### config.mk
export PLATFORM = sky130hd
export DESIGN_NAME = sertx_frame
export DESIGN_NICKNAME = d
export VERILOG_FILES = /design/src/rtl/sertx_pkg.sv /design/src/rtl/sertx_stop_rule.sv /design/src/rtl/sertx_parity.sv /design/src/rtl/sertx_tick_timer.sv /design/src/rtl/sertx_seq.sv /design/src/rtl/sertx_frame.sv
export SDC_FILE = /design/constraint.sdc
export NUM_CORES = 1
export LEC_CHECK = 0
export ABC_AREA = 0
export BUFFER_PORTS_ARGS = -buffer_cell sky130_fd_sc_hd__buf_4
export CAP_MARGIN = 20
export CORE_UTILIZATION = 57
export DETAILED_ROUTE_END_ITERATION = 6
export PLACE_DENSITY = 0.79
export SLEW_MARGIN = 25
export SYNTH_ARGS = -nofsm -noshare
export SYNTH_HDL_FRONTEND = slang
export SYNTH_HIERARCHICAL = 1
export SYNTH_SLANG_ARGS = --single-unit
### constraint.sdc
create_clock -name clk -period 8.4 [get_ports clk]
set_clock_uncertainty 0.15 [all_clocks]
set_input_delay 1.68 -clock clk [delete_from_list [all_inputs] [get_ports clk]]
set_output_delay 1.68 -clock clk [all_outputs]
set_load 0.01 [all_outputs]
### src/rtl/sertx_pkg.sv
// Package sertx_pkg: shared types for the serial frame transmitter.
// Assumes two-bit codes for the parity and stop selections.
package sertx_pkg;

    typedef enum logic [2:0] {
        ST_IDLE  = 3'd0,
        ST_START = 3'd1,
        ST_DATA  = 3'd2,
        ST_PAR   = 3'd3,
        ST_STOP  = 3'd4
    } tx_state_t;

    typedef enum logic [1:0] {
        PAR_NONE  = 2'd0,
        PAR_EVEN  = 2'd1,
        PAR_ODD   = 2'd2,
        PAR_NONE3 = 2'd3
    } par_mode_t;

    typedef enum logic [1:0] {
        STOP_ONE  = 2'd0,
        STOP_HALF = 2'd1,
        STOP_TWO  = 2'd2,
        STOP_RSVD = 2'd3
    } stop_sel_t;

endpackage

### src/rtl/sertx_stop_rule.sv
// Module sertx_stop_rule: turns the stop selection and word length code
// into a stop interval in ticks. It also flags combinations that are not
// allowed, which fall back to one bit time.
// Assumes OSR is even, so that a half bit is a whole number of ticks.
module sertx_stop_rule
    import sertx_pkg::*;
#(
    parameter int OSR   = 16,
    parameter int LEN_W = 2,
    parameter int CNT_W = 6
) (
    input  logic [LEN_W-1:0] len_code,
    input  logic [1:0]       stop_code,
    output logic [CNT_W-1:0] stop_ticks,
    output logic             illegal
);

    localparam logic [CNT_W-1:0] TICKS_ONE  = CNT_W'(OSR);
    localparam logic [CNT_W-1:0] TICKS_HALF = CNT_W'(OSR + OSR / 2);
    localparam logic [CNT_W-1:0] TICKS_TWO  = CNT_W'(2 * OSR);

    logic shortest_word;
    assign shortest_word = (len_code == '0);

    // Choose the stop interval and flag a selection that is not allowed.
    always_comb begin
        stop_ticks = TICKS_ONE;
        illegal    = 1'b0;
        case (stop_sel_t'(stop_code))
            STOP_ONE:  stop_ticks = TICKS_ONE;
            STOP_HALF: begin
                if (shortest_word) stop_ticks = TICKS_HALF;
                else               illegal    = 1'b1;
            end
            STOP_TWO: begin
                if (!shortest_word) stop_ticks = TICKS_TWO;
                else                illegal    = 1'b1;
            end
            default:   illegal = 1'b1;
        endcase
    end

endmodule

### src/rtl/sertx_parity.sv
// Module sertx_parity: works out the parity bit over the active low bits of
// a data word and reports whether a parity bit is sent at all.
// Assumes the word length is MIN_WORD + len_code and fits in DATA_W.
module sertx_parity
    import sertx_pkg::*;
#(
    parameter int DATA_W   = 8,
    parameter int MIN_WORD = 5,
    parameter int LEN_W    = 2
) (
    input  logic [DATA_W-1:0] data,
    input  logic [LEN_W-1:0]  len_code,
    input  logic [1:0]        mode,
    output logic              par_bit,
    output logic              par_en
);

    logic [DATA_W-1:0] active;

    // Mask each bit that lies beyond the selected word length.
    for (genvar i = 0; i < DATA_W; i++) begin : g_mask
        assign active[i] = data[i] & (i < (MIN_WORD + int'(len_code)));
    end

    // Even parity is the XOR of the active bits; odd parity is its inverse.
    always_comb begin
        par_en  = (par_mode_t'(mode) == PAR_EVEN) || (par_mode_t'(mode) == PAR_ODD);
        par_bit = (^active) ^ (par_mode_t'(mode) == PAR_ODD);
    end

endmodule

### src/rtl/sertx_tick_timer.sv
// Module sertx_tick_timer: counts oversample ticks inside one frame segment
// and signals on the tick that ends the segment.
// Assumes limit is at least 1 and stays constant during a segment.
module sertx_tick_timer #(
    parameter int CNT_W = 6
) (
    input  logic             clk,
    input  logic             rst_n,
    input  logic             run,
    input  logic             tick,
    input  logic [CNT_W-1:0] limit,
    output logic             at_end
);

    logic [CNT_W-1:0] cnt;

    assign at_end = run && tick && (cnt == limit - CNT_W'(1));

    // Count ticks while running; start again from zero at each segment end.
    always_ff @(posedge clk) begin
        if (!rst_n) begin
            cnt <= '0;
        end else if (!run) begin
            cnt <= '0;
        end else if (tick) begin
            cnt <= at_end ? '0 : cnt + CNT_W'(1);
        end
    end

endmodule

### src/rtl/sertx_seq.sv
// Module sertx_seq: the frame sequencer. It stores the format settings and
// the data word at load time. It then steps through start, data, parity and
// stop, and drives the line from a register.
// Assumes load is pulsed only while busy is low.
module sertx_seq
    import sertx_pkg::*;
#(
    parameter int DATA_W = 8,
    parameter int OSR    = 16,
    parameter int IDX_W  = 3,
    parameter int CNT_W  = 6
) (
    input  logic              clk,
    input  logic              rst_n,
    input  logic              tick,
    input  logic              load,
    input  logic [DATA_W-1:0] load_data,
    input  logic [IDX_W-1:0]  load_last,
    input  logic              load_par_en,
    input  logic              load_par_bit,
    input  logic [CNT_W-1:0]  load_stop,
    output logic              tx_line,
    output logic              busy
);

    tx_state_t         state;
    logic [DATA_W-1:0] shreg;
    logic [IDX_W-1:0]  bit_idx;
    logic [IDX_W-1:0]  last_idx;
    logic              par_en_q;
    logic              par_q;
    logic [CNT_W-1:0]  stop_q;
    logic              line_q;
    logic              seg_end;
    logic [CNT_W-1:0]  seg_limit;

    assign busy    = (state != ST_IDLE);
    assign tx_line = line_q;

    // Segment length: the selected stop interval, otherwise one bit time.
    always_comb begin
        seg_limit = (state == ST_STOP) ? stop_q : CNT_W'(OSR);
    end

    sertx_tick_timer #(.CNT_W(CNT_W)) u_timer (
        .clk    (clk),
        .rst_n  (rst_n),
        .run    (busy),
        .tick   (tick),
        .limit  (seg_limit),
        .at_end (seg_end)
    );

    // Step through the frame segments and drive the line.
    always_ff @(posedge clk) begin
        if (!rst_n) begin
            state    <= ST_IDLE;
            shreg    <= '0;
            bit_idx  <= '0;
            last_idx <= '0;
            par_en_q <= 1'b0;
            par_q    <= 1'b0;
            stop_q   <= CNT_W'(OSR);
            line_q   <= 1'b1;
        end else begin
            case (state)
                ST_IDLE: begin
                    line_q <= 1'b1;
                    if (load) begin
                        state    <= ST_START;
                        shreg    <= load_data;
                        last_idx <= load_last;
                        par_en_q <= load_par_en;
                        par_q    <= load_par_bit;
                        stop_q   <= load_stop;
                        bit_idx  <= '0;
                        line_q   <= 1'b0;
                    end
                end
                ST_START: begin
                    if (seg_end) begin
                        state  <= ST_DATA;
                        line_q <= shreg[0];
                    end
                end
                ST_DATA: begin
                    if (seg_end) begin
                        if (bit_idx == last_idx) begin
                            if (par_en_q) begin
                                state  <= ST_PAR;
                                line_q <= par_q;
                            end else begin
                                state  <= ST_STOP;
                                line_q <= 1'b1;
                            end
                        end else begin
                            bit_idx <= bit_idx + IDX_W'(1);
                            shreg   <= shreg >> 1;
                            line_q  <= shreg[1];
                        end
                    end
                end
                ST_PAR: begin
                    if (seg_end) begin
                        state  <= ST_STOP;
                        line_q <= 1'b1;
                    end
                end
                ST_STOP: begin
                    if (seg_end) begin
                        state  <= ST_IDLE;
                        line_q <= 1'b1;
                    end
                end
                default: begin
                    state  <= ST_IDLE;
                    line_q <= 1'b1;
                end
            endcase
        end
    end

endmodule

### src/rtl/sertx_frame.sv
// Module sertx_frame: top level of the configurable asynchronous frame
// transmitter. It gates word acceptance with busy and hold, works out the
// parity and stop settings at acceptance, and keeps the sticky config-error
// flag.
// Assumes tick is one-cycle enable pulses at OSR times the bit rate.
module sertx_frame
    import sertx_pkg::*;
#(
    parameter int DATA_W   = 8,
    parameter int MIN_WORD = 5,
    parameter int OSR      = 16,
    localparam int LEN_W   = $clog2(DATA_W - MIN_WORD + 1),
    localparam int IDX_W   = $clog2(DATA_W),
    localparam int CNT_W   = $clog2(2 * OSR + 1)
) (
    input  logic              clk,
    input  logic              rst_n,
    input  logic              tick,
    input  logic              in_valid,
    output logic              in_ready,
    input  logic [DATA_W-1:0] in_data,
    input  logic [LEN_W-1:0]  cfg_len,
    input  logic [1:0]        cfg_par,
    input  logic [1:0]        cfg_stop,
    input  logic              hold,
    output logic              tx_line,
    output logic              busy,
    output logic              cfg_err
);

    logic             accept;
    logic [CNT_W-1:0] stop_ticks;
    logic             stop_illegal;
    logic             par_bit;
    logic             par_en;
    logic [IDX_W-1:0] last_idx;

    assign in_ready = !busy && !hold;
    assign accept   = in_valid && in_ready;
    assign last_idx = IDX_W'(MIN_WORD - 1) + IDX_W'(cfg_len);

    sertx_stop_rule #(.OSR(OSR), .LEN_W(LEN_W), .CNT_W(CNT_W)) u_stop (
        .len_code   (cfg_len),
        .stop_code  (cfg_stop),
        .stop_ticks (stop_ticks),
        .illegal    (stop_illegal)
    );

    sertx_parity #(.DATA_W(DATA_W), .MIN_WORD(MIN_WORD), .LEN_W(LEN_W)) u_par (
        .data     (in_data),
        .len_code (cfg_len),
        .mode     (cfg_par),
        .par_bit  (par_bit),
        .par_en   (par_en)
    );

    sertx_seq #(.DATA_W(DATA_W), .OSR(OSR), .IDX_W(IDX_W), .CNT_W(CNT_W)) u_seq (
        .clk          (clk),
        .rst_n        (rst_n),
        .tick         (tick),
        .load         (accept),
        .load_data    (in_data),
        .load_last    (last_idx),
        .load_par_en  (par_en),
        .load_par_bit (par_bit),
        .load_stop    (stop_ticks),
        .tx_line      (tx_line),
        .busy         (busy)
    );

    // Set the error flag when a word is taken with a disallowed stop setting.
    always_ff @(posedge clk) begin
        if (!rst_n) begin
            cfg_err <= 1'b0;
        end else if (accept && stop_illegal) begin
            cfg_err <= 1'b1;
        end
    end

endmodule

# Word-level counts from Yosys, hierarchy flattened
# Index checks and enable logic that the tools add are counted.
dict set report op_classes {
  n_addsub 5
  order_cmp 8
  eq_ne 18
  muxes 31
  n_bitwise 9
  reduce_logical 20
}
# op n
set ops {}
lappend ops {{< comparator 4 x 32 -> 1 bit (first input constant)} 4}
lappend ops {{< comparator 3 x 32 -> 1 bit (first input constant)} 2}
lappend ops {{< comparator 2 x 32 -> 1 bit (first input constant)} 1}
lappend ops {{2-to-1 mux 3 bit} 10}
lappend ops {{2-to-1 mux 8 bit} 3}
lappend ops {{2-to-1 mux 6 bit} 3}
lappend ops {{case mux 8 bit (2 select lines)} 1}
lappend ops {{case mux 3 bit (5 select lines)} 1}
lappend ops {{inequality test 2 bit (second input constant)} 6}
lappend ops {{case mux 6 bit (2 select lines)} 1}
lappend ops {{bitwise AND 1 bit} 8}
lappend ops {{2-to-1 mux 1 bit} 8}
lappend ops {{parity 8 bit} 1}
lappend ops {{adder 6 x 1 -> 6 bit (second input constant)} 1}
lappend ops {{equality test 3 x 2 -> 1 bit (second input constant)} 2}
lappend ops {{equality test 6 bit} 1}
lappend ops {{case mux 3 bit (2 select lines)} 1}
lappend ops {{AND reduction 6 bit} 1}
lappend ops {{subtractor 6 x 1 -> 6 bit (second input constant)} 1}
lappend ops {{logical AND 1 bit} 5}
lappend ops {{adder 3 x 2 -> 4 bit (first input constant)} 1}
lappend ops {{equality test 2 x 1 -> 1 bit (second input constant)} 2}
lappend ops {{equality test 2 bit (second input constant)} 2}
lappend ops {{zero test 2 bit} 2}
lappend ops {{20 further kinds} 23}
dict set report word_totals {
  regBits 33
  in_bits 19
  output_inout_bits 4
}

# Logic depth before layout (Yosys ltp)
dict set report depth {
  ltp_word 7
  mapped_depth 14
  ltp_nobuf 12
}

# By module
# Netlist, hierarchy kept.
# mod n_inst cells_per_inst area_each_um2 seq_area_each_um2
set by_module_without_submodules {}
lappend by_module_without_submodules {sertx_seq 1 147 1280.0 520.5}
lappend by_module_without_submodules {sertx_tick_timer 1 49 441.7 120.1}
lappend by_module_without_submodules {sertx_parity 1 13 112.6 0.0}
lappend by_module_without_submodules {sertx_stop_rule 1 13 100.1 0.0}
lappend by_module_without_submodules {sertx_frame 1 6 53.8 20.0}

# Worst setup path after synthesis
# OpenSTA, ideal clock, no wires.
dict set report synth_path {
  path_type {input to output}
  startpoint {input hold}
  endpoint {output in_ready}
  t_arrival_ps 1856
  path_slack_ps 4714
  cell_stages 1
  cell_sequence {nor2_1}
}
dict set report synth_between {
  elab_chain_len 2
}
# item line
set synth_rtl {}
lappend synth_rtl {{start: declaration} sertx_frame.sv:25} ;# input logic hold,
lappend synth_rtl {{zero test 1 bit} sertx_frame.sv:38} ;# assign in_ready = !busy && !hold;
lappend synth_rtl {{logical AND 1 bit} sertx_frame.sv:38}
lappend synth_rtl {{end: declaration} sertx_frame.sv:20} ;# output logic in_ready,
# No other way between the ends.

# Worst setup path in the final report
dict set report layout_path {
  startpoint {register u_seq.state[2]}
  endpoint {register u_seq.bit_idx[2]}
}
dict set report layout_between {
  elab_chain_len 7
}
# item line
set layout_rtl {}
lappend layout_rtl {{start: declaration} sertx_seq.sv:26} ;# tx_state_t state;
lappend layout_rtl {{start signal: assignment} sertx_seq.sv:57} ;# state <= ST_IDLE;
lappend layout_rtl {{start signal: assignment} sertx_seq.sv:70} ;# state <= ST_START;
lappend layout_rtl {{start signal: assignment} sertx_seq.sv:82} ;# state <= ST_DATA;
lappend layout_rtl {{equality test 3 bit} sertx_seq.sv:42} ;# seg_limit = (state == ST_STOP) ? stop_q : CNT_W'(OSR);
lappend layout_rtl {{2-to-1 mux 6 bit} sertx_seq.sv:42}
lappend layout_rtl {{named net u_seq.seg_limit[0]} sertx_seq.sv:35} ;# logic [CNT_W-1:0] seg_limit;
lappend layout_rtl {{subtractor 6 x 1 -> 6 bit} sertx_tick_timer.sv:17} ;# assign at_end = run && tick && (cnt == limit - CNT_W'(1));
lappend layout_rtl {{equality test 6 bit} sertx_tick_timer.sv:17}
lappend layout_rtl {{logical AND 1 bit} sertx_tick_timer.sv:17}
lappend layout_rtl {{named net u_seq.seg_end} sertx_seq.sv:34} ;# logic seg_end;
lappend layout_rtl {{inequality test 2 bit (no line)} -}
lappend layout_rtl {{AND reduction 4 bit (no line)} -}
lappend layout_rtl {{end signal: assignment} sertx_seq.sv:97} ;# bit_idx <= bit_idx + IDX_W'(1);
lappend layout_rtl {{end: declaration} sertx_seq.sv:28} ;# logic [IDX_W-1:0] bit_idx;
# The timed path passes the listed nets, and every way through them passes these cells.
# A chain may end at the register's enable or synchronous reset.

==> out/results.ini <==
[clocking]
cts_resized=0
clockRootBuffer=clkbuf_4
clk_latency_ns=0.34
cts.sinks=33
cts_tree=built
cts_hold_buf=0
clk_pin_slew_ns=0.11
cts_max_path_buffers=2
cts_buffers=5
htree_levels=2
post_cts_buffers=0

[placed_design]
preCtsSetupSlack_ns=4.48
dpl.hpwl_mm=2.65
port_buffers=22
gp_congestion=0.842

[power_and_ir_drop]
p_sw_mw=0.0821
clkPwrFrac_pct=41.0
p_leak_nw=0.860
p_int_mw=0.277
p_comb_share_pct=12.6
peakVddDrop_v=0.0000922
p_sw_share_pct=22.8
power.density_nw_per_um2=162
power.total_mw=0.359
p_seq_share_pct=46.4

[floorplan]
die_h_um=61.1
initial_utilization_pct=59.6
fp.coreArea_sq_um=3340
pin_count=23
die_w_um=61.1
rows=21
design.die.area_sq_um=3730

[timing]
post-route-period-util_pct=46.9
finalHoldViolCount=0
setup_violations=0
worstMarginPinSlew_ns=0.750
final_max_slew_viol_count=0
rsz0062_at_grt=false
relSlewSlack_pct=50.0
timing.final.ws_setup_ns=4.46
whs_ns=0.304
tns_ns=0
fmax_mhz=254
layout_min_cycle_time_ns=3.94

[drt]
wl_mm=3.62
routed_via_density=5.49
wire_per_inst_um=12.4
drcViolationCount=0
first_pass_iters=4
detail_route.iter0.violations=89
num_vias=1599
ant_nets=0

[grt]
antenna_found_initial=0
grt_util_met1_pct=28.5
grt_pass1_wl_mm=5.95
grt_max_degree=23
track_usage_pct=22.0
busiest_layer=met2
use_met3_pct=6.93
first_global_vias=1405
met2_usage_pct=34.5
overflow=0

[worst_setup_path]
worstPathMaxFanout=11
crit_chain=nor3b_1 -> and2_1 -> inv_1 -> ha_1 -> xor2_1 -> nand4_1 -> nor4_2 -> and2_1 -> o311a_1 -> a21oi_2 -> a311oi_2
cpMostUsedCell=and2_1
endpoint_kind=register
crit_type=register to register
crit_buf_inv=1
slowest_delay_ns=0.57
worst_ep_arrival_time_ns=4.05
required_ns=8.51
slowest_stage=nor3b_1
crit_family=simple AND/OR/NAND/NOR gates
critPathLaunchType=register

[layout]
final_cell_mix=dfxtp_1 (33), nand2_1 (31), buf_4 (22)
antennaDiodeCount=0
syn_to_final_growth_pct=11.6
nNetsFinal=269
final_common_cell=dfxtp_1
drive_above_1_share_pct=15.9

[logic_synthesis]
ys.flop_type=dfxtp_1
synth_cell_type_count=52
synth_cells=228
syn_area_per_cell_sq_um=8.72
synth_seq_cells=33
yosysSeqAreaShare_pct=33.2
synth_edf_count=0
async_flop_share_pct=0
synth_warnings=6
netlist_area_sq_um=1990

[min_path]
hp-class=register to register

[run]
max_cap_viol_count=0

[outcome]
status=finished, final reports clean

power by group through the flow:
stage	clock network, mW	logic (mW)	registers (mW)
6_report	0.147	0.0452	0.167
5_1_grt	0.158	0.0510	0.168
4_1_cts	0.151	0.0455	0.167
3_5_place_dp	0	0.0453	0.170
3_3_place_gp	0	0.0445	0.170
2_1_floorplan	0	0.0329	0.169
routing by layer:
metal / up-vias / part of all wire [%] / wire (um)
li1: 834 / - / -
met1: 734 / 51 / 1860
met2: 27 / 44 / 1580
met3: 4 / 3.4 / 124
met4: 0 / 1.3 / 48
met5: - / 0 / 0
cells in the mapped netlist (2+ instances only):
cell / n / area [sq um]
nor3_1: 10 / 50.1
xnor2_1: 13 / 114
and4_1: 2 / 17.5
a211oi_1: 13 / 97.6
ha_1: 6 / 75.1
conb_1: 2 / 7.51
o21ai_0: 5 / 25.0
buf_2: 4 / 20.0
inv_1: 10 / 37.5
nand2_1: 31 / 116
dfxtp_1: 33 / 661
a21oi_1: 13 / 65.1
buf_4: 3 / 22.5
mux2i_1: 9 / 90.1
and2_1: 8 / 50.1
nor2_1: 4 / 15.0
clkbuf_1: 4 / 15.0
buf_6: 4 / 45.0
nand4_1: 4 / 25.0
nand2b_1: 4 / 25.0
nor3b_1: 3 / 22.5
nand3_1: 4 / 20.0
o21ai_1: 2 / 10.0
xor2_1: 9 / 78.8
kinds of logic (layout without fill, tap and decap cells):
kind of cell	Yosys count	in the layout	synth area share, %
and+or+nand+nor	82	82	23.0
AOI/OAI and AO/OA	47	47	16.7
DFF	33	33	33.2
buffers and inverters	25	40	7.05
xor gates and xnor gates	23	23	10.8
muxes	10	10	5.10
adders and majority gates	6	6	3.78
other	2	4	0.378
registers in the layout (all words and copies together), names as in the netlist:
name and flops:
cfg_err 1, u_seq/bit_idx 3, u_seq/last_idx 3, u_seq/par_en_q 1
u_seq/par_q 1, u_seq/shreg 8, u_seq/state 3, u_seq/stop_q 6
u_seq/tx_line 1, u_seq/u_timer/cnt 6
worst paths after layout:
check	end	cells after the start	start	slack, ns
max	u_seq/bit_idx[2]	11	u_seq/state[2]	4.46
min	u_seq/stop_q[1]	2	u_seq/stop_q[1]	0.30
max reg2reg	u_seq/bit_idx[2]	11	u_seq/state[2]	4.46
min reg2reg	u_seq/stop_q[1]	2	u_seq/stop_q[1]	0.30
tightest hold or removal path: stages (launching register included):
cell and delay, ns:
dfxtp_1 0.32, nand2_1 0.05, a21oi_1 0.05
per-stage QoR:
step / cells / cell area (sq um) / utilization [%]
floorplan: 230 / 2000 / -
global placement: 283 / 2120 / 63.4
detailed placement: 283 / 2120 / 63.4
CTS: 291 / 2220 / 66.5
global route: 291 / 2220 / 66.5
finish: 291 / 2220 / 66.5
final cells by class:
class                   count  area [sq um]
multi-input cells         172          1190
fillers                   292          1120
flip-flops and latches     33           661
repair buffers             22           165
clock inverters             3          65.1
well taps                  46          57.6
clock buffers               5          37.5
inverters                  10          37.5
(Power assumes the default switching activity.)
